`config.mk`:
```
export PLATFORM = sky130hd
export DESIGN_NAME = gpio_irq_port
export DESIGN_NICKNAME = d
export VERILOG_FILES = /design/src/rtl/gpio_irq_pkg.sv /design/src/rtl/gpio_sync.sv /design/src/rtl/gpio_trig.sv /design/src/rtl/gpio_status.sv /design/src/rtl/gpio_irq_port.sv
export SDC_FILE = /design/constraint.sdc
export NUM_CORES = 1
export LEC_CHECK = 0
export ABC_AREA = 1
export BUFFER_PORTS_ARGS = -buffer_cell sky130_fd_sc_hd__buf_2
export CORE_MARGIN = 4
export CORE_UTILIZATION = 30
export CTS_CLUSTER_SIZE = 28
export DETAILED_ROUTE_END_ITERATION = 16
export PLACE_DENSITY = 0.46
export SYNTH_ARGS = -nofsm -noshare
export SYNTH_HDL_FRONTEND = slang
export SYNTH_SLANG_ARGS = --single-unit
```
`constraint.sdc`:
```
create_clock -name clk -period 1.4 [get_ports clk]
set_input_delay 0.07 -clock clk [delete_from_list [all_inputs] [get_ports clk]]
set_output_delay 0.07 -clock clk [all_outputs]
set_load 0.02 [all_outputs]
```
`src/rtl/gpio_irq_pkg.sv`:
```
package gpio_irq_pkg;

  // Per-pin trigger condition, 2-bit field in the configuration words
  typedef enum logic [1:0] {
    TRIG_LOW  = 2'b00,
    TRIG_HIGH = 2'b01,
    TRIG_RISE = 2'b10,
    TRIG_FALL = 2'b11
  } trig_e;

  // Word index of each register (byte address / 4)
  typedef enum logic [2:0] {
    REG_DATA   = 3'd0,
    REG_DIR    = 3'd1,
    REG_CFG_LO = 3'd2,
    REG_CFG_HI = 3'd3,
    REG_MASK   = 3'd4,
    REG_STAT   = 3'd5
  } reg_idx_e;

endpackage

```
`src/rtl/gpio_sync.sv`:
```
// Two-flop synchronizer plus one history stage for edge detection
module gpio_sync #(
  parameter int W = 32
) (
  input  logic         clk,
  input  logic         rst,
  input  logic [W-1:0] async_in,
  output logic [W-1:0] cur,
  output logic [W-1:0] prev
);

  logic [W-1:0] meta_q;

  always_ff @(posedge clk) begin
    if (rst) begin
      meta_q <= '0;
      cur    <= '0;
      prev   <= '0;
    end else begin
      meta_q <= async_in;
      cur    <= meta_q;
      prev   <= cur;
    end
  end

endmodule

```
`src/rtl/gpio_trig.sv`:
```
// Per-pin trigger evaluation; produces a one-cycle set request per pin
module gpio_trig import gpio_irq_pkg::*; #(
  parameter int W = 32
) (
  input  logic [W-1:0] cur,
  input  logic [W-1:0] prev,
  input  logic [W-1:0] cfg_lo,
  input  logic [W-1:0] cfg_hi,
  output logic [W-1:0] set
);

  localparam int FPR = W / 2;  // trigger fields held by one config word

  for (genvar p = 0; p < W; p++) begin : g_pin
    localparam int SLOT = p % FPR;
    trig_e kind;

    if (p < FPR) begin : g_lo
      assign kind = trig_e'(cfg_lo[2*SLOT +: 2]);
    end else begin : g_hi
      assign kind = trig_e'(cfg_hi[2*SLOT +: 2]);
    end

    always_comb begin
      unique case (kind)
        TRIG_LOW:  set[p] = ~cur[p];
        TRIG_HIGH: set[p] =  cur[p];
        TRIG_RISE: set[p] =  cur[p] & ~prev[p];
        TRIG_FALL: set[p] = ~cur[p] &  prev[p];
        default:   set[p] = 1'b0;
      endcase
    end
  end

endmodule

```
`src/rtl/gpio_status.sv`:
```
// Latched event bits with write-one-to-clear; set has priority
module gpio_status #(
  parameter int W = 32
) (
  input  logic         clk,
  input  logic         rst,
  input  logic [W-1:0] set,
  input  logic [W-1:0] clr,
  input  logic [W-1:0] mask,
  output logic [W-1:0] sts,
  output logic         irq
);

  always_ff @(posedge clk) begin
    if (rst) begin
      sts <= '0;
      irq <= 1'b0;
    end else begin
      sts <= (sts & ~clr) | set;
      irq <= |(sts & mask);
    end
  end

endmodule

```
`src/rtl/gpio_irq_port.sv`:
```
module gpio_irq_port import gpio_irq_pkg::*; #(
  parameter int W  = 32,
  parameter int AW = 5
) (
  input  logic          clk,
  input  logic          rst,
  input  logic          bus_wr,
  input  logic [AW-1:0] bus_addr,
  input  logic [W-1:0]  bus_wdata,
  output logic [W-1:0]  bus_rdata,
  input  logic [W-1:0]  pin_in,
  output logic [W-1:0]  pin_out,
  output logic [W-1:0]  pin_oe,
  output logic          irq
);

  localparam int IDX_LSB = 2;
  localparam int IDX_W   = AW - IDX_LSB;

  logic [W-1:0] data_q, dir_q, cfg_lo_q, cfg_hi_q, mask_q;
  logic [W-1:0] pin_cur, pin_prev, evt_set, sts_q, sts_clr;
  logic [IDX_W-1:0] idx;
  logic aligned;
  logic sel_data, sel_dir, sel_cfg_lo, sel_cfg_hi, sel_mask, sel_stat;

  assign idx     = bus_addr[AW-1:IDX_LSB];
  assign aligned = (bus_addr[IDX_LSB-1:0] == '0);

  assign sel_data   = bus_wr && aligned && (idx == IDX_W'(REG_DATA));
  assign sel_dir    = bus_wr && aligned && (idx == IDX_W'(REG_DIR));
  assign sel_cfg_lo = bus_wr && aligned && (idx == IDX_W'(REG_CFG_LO));
  assign sel_cfg_hi = bus_wr && aligned && (idx == IDX_W'(REG_CFG_HI));
  assign sel_mask   = bus_wr && aligned && (idx == IDX_W'(REG_MASK));
  assign sel_stat   = bus_wr && aligned && (idx == IDX_W'(REG_STAT));

  always_ff @(posedge clk) begin
    if (rst) begin
      data_q   <= '0;
      dir_q    <= '0;
      cfg_lo_q <= '0;
      cfg_hi_q <= '0;
      mask_q   <= '0;
    end else begin
      if (sel_data)   data_q   <= bus_wdata;
      if (sel_dir)    dir_q    <= bus_wdata;
      if (sel_cfg_lo) cfg_lo_q <= bus_wdata;
      if (sel_cfg_hi) cfg_hi_q <= bus_wdata;
      if (sel_mask)   mask_q   <= bus_wdata;
    end
  end

  assign sts_clr = sel_stat ? bus_wdata : '0;

  gpio_sync #(.W(W)) u_sync (
    .clk      (clk),
    .rst      (rst),
    .async_in (pin_in),
    .cur      (pin_cur),
    .prev     (pin_prev)
  );

  gpio_trig #(.W(W)) u_trig (
    .cur    (pin_cur),
    .prev   (pin_prev),
    .cfg_lo (cfg_lo_q),
    .cfg_hi (cfg_hi_q),
    .set    (evt_set)
  );

  gpio_status #(.W(W)) u_status (
    .clk  (clk),
    .rst  (rst),
    .set  (evt_set),
    .clr  (sts_clr),
    .mask (mask_q),
    .sts  (sts_q),
    .irq  (irq)
  );

  always_ff @(posedge clk) begin
    if (rst) begin
      bus_rdata <= '0;
    end else if (!aligned) begin
      bus_rdata <= '0;
    end else begin
      case (idx)
        IDX_W'(REG_DATA):   bus_rdata <= pin_cur;
        IDX_W'(REG_DIR):    bus_rdata <= dir_q;
        IDX_W'(REG_CFG_LO): bus_rdata <= cfg_lo_q;
        IDX_W'(REG_CFG_HI): bus_rdata <= cfg_hi_q;
        IDX_W'(REG_MASK):   bus_rdata <= mask_q;
        IDX_W'(REG_STAT):   bus_rdata <= sts_q;
        default:            bus_rdata <= '0;
      endcase
    end
  end

  assign pin_out = data_q;
  assign pin_oe  = dir_q;

endmodule

```
Word level (Yosys, flattened, before mapping)
Cells that the tools add are included.

operators by class
  bitwise logic cells = 133
  muxes and demuxes = 34
  equal/unequal tests = 101
  reductions and logical operators = 43

operator list
  kind                                                              number
  32-bit case mux with 6 select lines                               1
  2-bit == test (second input constant)                             64
  1-bit case mux with 4 select lines                                32
  2-bit logical NOT                                                 33
  1-bit inverter                                                    65
  1-bit AND                                                         64
  32-bit AND                                                        2
  2-bit by 1-bit == test with 1-bit output (second input constant)  32
  32-bit 2-to-1 mux                                                 1
  32-bit inverter                                                   1
  32-bit bitwise OR                                                 1
  32-bit OR reduction                                               1
  1-bit logical AND                                                 7
  3-bit by 2-bit == test with 1-bit output (second input constant)  2
  3-bit == test (second input constant)                             2
  3-bit by 1-bit == test with 1-bit output (second input constant)  1
  3-bit logical NOT                                                 1
  2-bit OR reduction                                                1

word-level totals
  word-level logic and storage cells = 322
  register bits after elaboration = 321
  input bits = 72
  output and inout port bits = 97

Depth between registers and ports, before layout
  depth after elaboration = 7
  depth in mapped cells = 9

By module
From an unflattened synthesis, not the netlist that was laid out.

second synthesis, totals
  cell total of the unflattened synthesis = 2189
  area, all modules = 14532.7 um^2

by module, submodules not included
  module         times used  cells each  area each (um^2)  sequential area each (um^2)
  gpio_irq_port  1           1246        8659.6            3843.7
  gpio_sync      1           299         2813.9            1921.8
  gpio_trig      1           448         1721.7            0.0
  gpio_status    1           196         1337.5            660.6

Least setup slack after synthesis
Ideal clock, no wire load.

  path type = input-to-reg
  from = input bus_addr[3]
  to = register data_q[10], in the netlist pin_out[10]
  path slack = 185 ps
  arrival time = 1099 ps
  stages = 8
  library setup time = 116 ps
  path through = buf_2 > nor2_4 > nand2_2 > nor2_1 > inv_1 > buf_2 > nor2_1 > nor2_1

on the way
  longest elaborated chain between the ends = 2

RTL lines
  what                  line                 RTL
  start, declared       gpio_irq_port.sv:8   input logic [AW-1:0] bus_addr,
  3-bit logical NOT     gpio_irq_port.sv:29  assign sel_data = bus_wr && aligned && (idx == IDX_W'(REG_DATA));
  1-bit logical AND     gpio_irq_port.sv:29
  end signal, assigned  gpio_irq_port.sv:44  if (sel_data) data_q <= bus_wdata;
  end, declared         gpio_irq_port.sv:20  logic [W-1:0] data_q, dir_q, cfg_lo_q, cfg_hi_q, mask_q;

No other way between the ends.
A chain may end at the register's enable or synchronous reset.

Worst setup path in the final report
  from = register u_sync.cur[17]
  to = register u_status.sts[17]

on the way
  longest elaborated chain between the ends = 4
  elaborated cells between the ends (all ways) = 5
  classes of those cells = mux (1); bitwise (4)

RTL lines
  what                                    line                              RTL
  start, declared                         gpio_sync.sv:8                    output logic [W-1:0] cur,
  start signal, assigned                  gpio_sync.sv:21                   cur <= meta_q;
  1-bit inverter                          gpio_trig.sv:26, gpio_trig.sv:29
  1-bit AND                               gpio_trig.sv:29                   TRIG_FALL: set[p] = ~cur[p] & prev[p];
  1-bit case mux with 4 select lines (*)  gpio_trig.sv:25                   unique case (kind)
  32-bit bitwise OR (*)                   gpio_status.sv:19                 sts <= (sts & ~clr) | set;
  end signal, assigned                    gpio_status.sv:19
  end, declared                           gpio_status.sv:10                 output logic [W-1:0] sts,

Every way passes the cells marked *; elsewhere a longest branch is shown, timed or not.

==> out/metrics.cfg <==
[status]
status=complete, no violations

[critical_path]
end_kind=flip-flop
ff2ff_setup_slack_ns=0.11
arrival_ns=1.71
critPathKind=reg2reg
required_ns=1.82
crit_fanout=3
rr_endpoint=u_status.sts[17]
setup.worst_path.start_class=flip-flop
ff2ff_path_depth=4
crit-reg2reg-launch=u_sync.cur[17]

[timing]
min_period_ns=1.29
rsz0062_at_grt=false
drv_slew=0
period_share_pct=91.9
relSlewSlack_pct=63.3
finalHoldViolCount=0
setup-violations-final=0
max_freq_mhz=777
clock_skew_ns=0.0294
tightestPinTransition_ns=0.551
hold_slack_ns=0.111
layout_setup_ws_ns=0.113

[job]
maxCapViolCount=0

[yosys]
syn_area_per_cell_sq_um=7.14
synth_most_common_cell=nor2_1
synth_common_cells=382 x nor2_1, 321 x dfxtp_1, 280 x nand2_1
ys_seq_elements=321
ys.flop_type=dfxtp_1
synth-edff-count=0
synth.top_cell.area_share_pct=50.4
ys_types=17
synth_top_cell_by_area=dfxtp_1
async_reset_ff_share_pct=0
synth_sequential_area_ratio_pct=50.4
yosys_warnings=0
synthTopCellsByArea=dfxtp_1 50%, nor2_1 11%, nand2_1 8.2%, o21ai_0 8.2%, inv_1 6.1%
syn-num-nets=1856
syn_inst=1784
syn-cell-area_sq_um=12700

[final_layout]
n_fill_cell=4426
multiInputGateArea_sq_um=5140
layout.cells.non_filler=2595
seq_area_sq_um=6430
syn2layout_area_growth_pct=28.5
fin_nets=2104
layout-drive-gt1-share_pct=14.7

[clocking]
post_cts.repair.setup_buffers=0
cts_tree=built
cts_root_buffer=clkbuf_16
clk_pin_slew_ns=0.06
cts_buffers=38
htreeDepth=2
worstSkewPairLatency_ns=0.56
cts_max_path_buffers=3
cts.sinks=321

[routing]
totalWireLength_um=46900
viasPerCell=4.67
drt-initial-drc-count=902
post-route-drc-count=0
wl_per_cell_um=18.1
via_count=12108
ant_nets=0
dr.pass1.iters=7

[die]
die_h_um=214
ios=169
die-area_sq_um=45800
fp-row-count=75
core-area_sq_um=41900
fp.dieW_um=214
start_util_pct=30.4

[global_route]
antenna_found_initial=0
gr-total-overflow=0
grt_pass1_vias=11578
grt_max_degree=109
grtUsageTotal_pct=20.1
grt_pass1_wl_um=71500

[placement]
dp_slack_ns=-0.157
place_inst=2466
port_buffers=168
place_congestion=0.821
dpl.hpwl_um=32700

[hold_path]
hold_start=bus_addr[1]
hold-path-endpoint=bus_rdata[15]
hold_path_depth=5
hp-class=in2reg

[power_and_ir_drop]
p_per_area_nw_per_um2=1240
leakage_nw=7.29
ir_drop_mv=0.678

area by class of cell:
cell class / count / share of cell area (%)
antenna: 1 / 0.0153
clock buffer: 55 / 6.63
clock inverter: 8 / 0.375
inverter: 214 / 4.92
multi-input combinational: 1156 / 31.4
sequential: 321 / 39.3
tap: 539 / 4.12
timing repair buffer: 301 / 13.3
critical path, stage by stage, from the launching register on:
cell and delay [ns]:
dfxtp_1 0.32, inv_1 0.12, o21ai_0 0.22, xor2_1 0.39, a21oi_1 0.11
sequential cells by signal, indices dropped and copies added, names as in the netlist:
signal and cells:
u_status.irq 1, u_sync.meta_q 32, pin_out 32, u_status.sts 32
cfg_lo_q 32, mask_q 32, cfg_hi_q 32, u_sync.cur 32
u_sync.prev 32, pin_oe 32, bus_rdata 32
routing by layer:
metal	wire [um]	up-vias	share of wire (%)	global-route usage (%)
li1	-	6105	-	-
met1	22900	5619	49	29.0
met2	20500	334	44	31.6
met3	2670	50	5.7	3.13
met4	854	0	1.8	5.04
met5	0	-	0	0
cells in the final DEF, fill, tap and decap left out, types with 38 or more instances in the layout:
| master | count |
|---|---|
| o21ai_0 | 210 |
| nor2_1 | 380 |
| o21ai_1 | 73 |
| dlygate4sd3_1 | 65 |
| clkbuf_16 | 38 |
| nand2_1 | 280 |
| a21oi_1 | 112 |
| buf_4 | 55 |
| buf_2 | 167 |
| dfxtp_1 | 321 |
| inv_1 | 205 |
stage by stage:
stage          total power, mW  util (%)  instance area, sq um  setup TNS [ns]
6_report                  20.4      39.0                 16400               0
5_1_grt                   21.1      39.0                 16400               0
4_1_cts                   20.6      39.0                 16400               0
3_5_place_dp              11.1      34.7                 14600           -6.02
3_3_place_gp              11.1      34.7                 14600           -4.77
2_1_floorplan             10.4         -                 12700               0
cell families (layout without fill, tap and decap cells):
family                 Yosys count  after routing  share of synthesized area, %
AO/OA/AOI/OAI                  395            395                          15.5
XOR/XNOR                        32             32                          2.20
buffers and inverters          307            578                          9.34
flip-flops                     321            321                          50.4
other                            0              1                             0
AND/OR/NAND/NOR                729            729                          22.5
worst max path at each step:
stage | end | from | slack [ns]
6_report | u_status.sts[17] | u_sync.cur[17] | 0.11
5_1_grt | u_status.sts[17] | u_sync.cur[17] | 0.04
4_1_cts | pin_oe[24] | pin_oe[24] | 0.11
3_5_place_dp | pin_out[11] | bus_addr[3] | -0.16
3_3_place_gp | pin_out[11] | bus_addr[3] | -0.17
2_1_floorplan | pin_out[10] | bus_addr[3] | 0.18
what timing repair did:
action,4_1_cts,5_1_grt
resized for setup,0,0
hold buffers,65,0
hold endpoints to repair,223,0
power breakdown:
group / total, mW / leakage (nW) / internal, mW / switching [mW]
Clock: 9.30 / 0.562 / 5.37 / 3.93
Combinational: 1.50 / 4.11 / 0.549 / 0.952
Sequential: 9.55 / 2.62 / 9.39 / 0.164
Note: power is estimated with default switching activity, not from simulation.
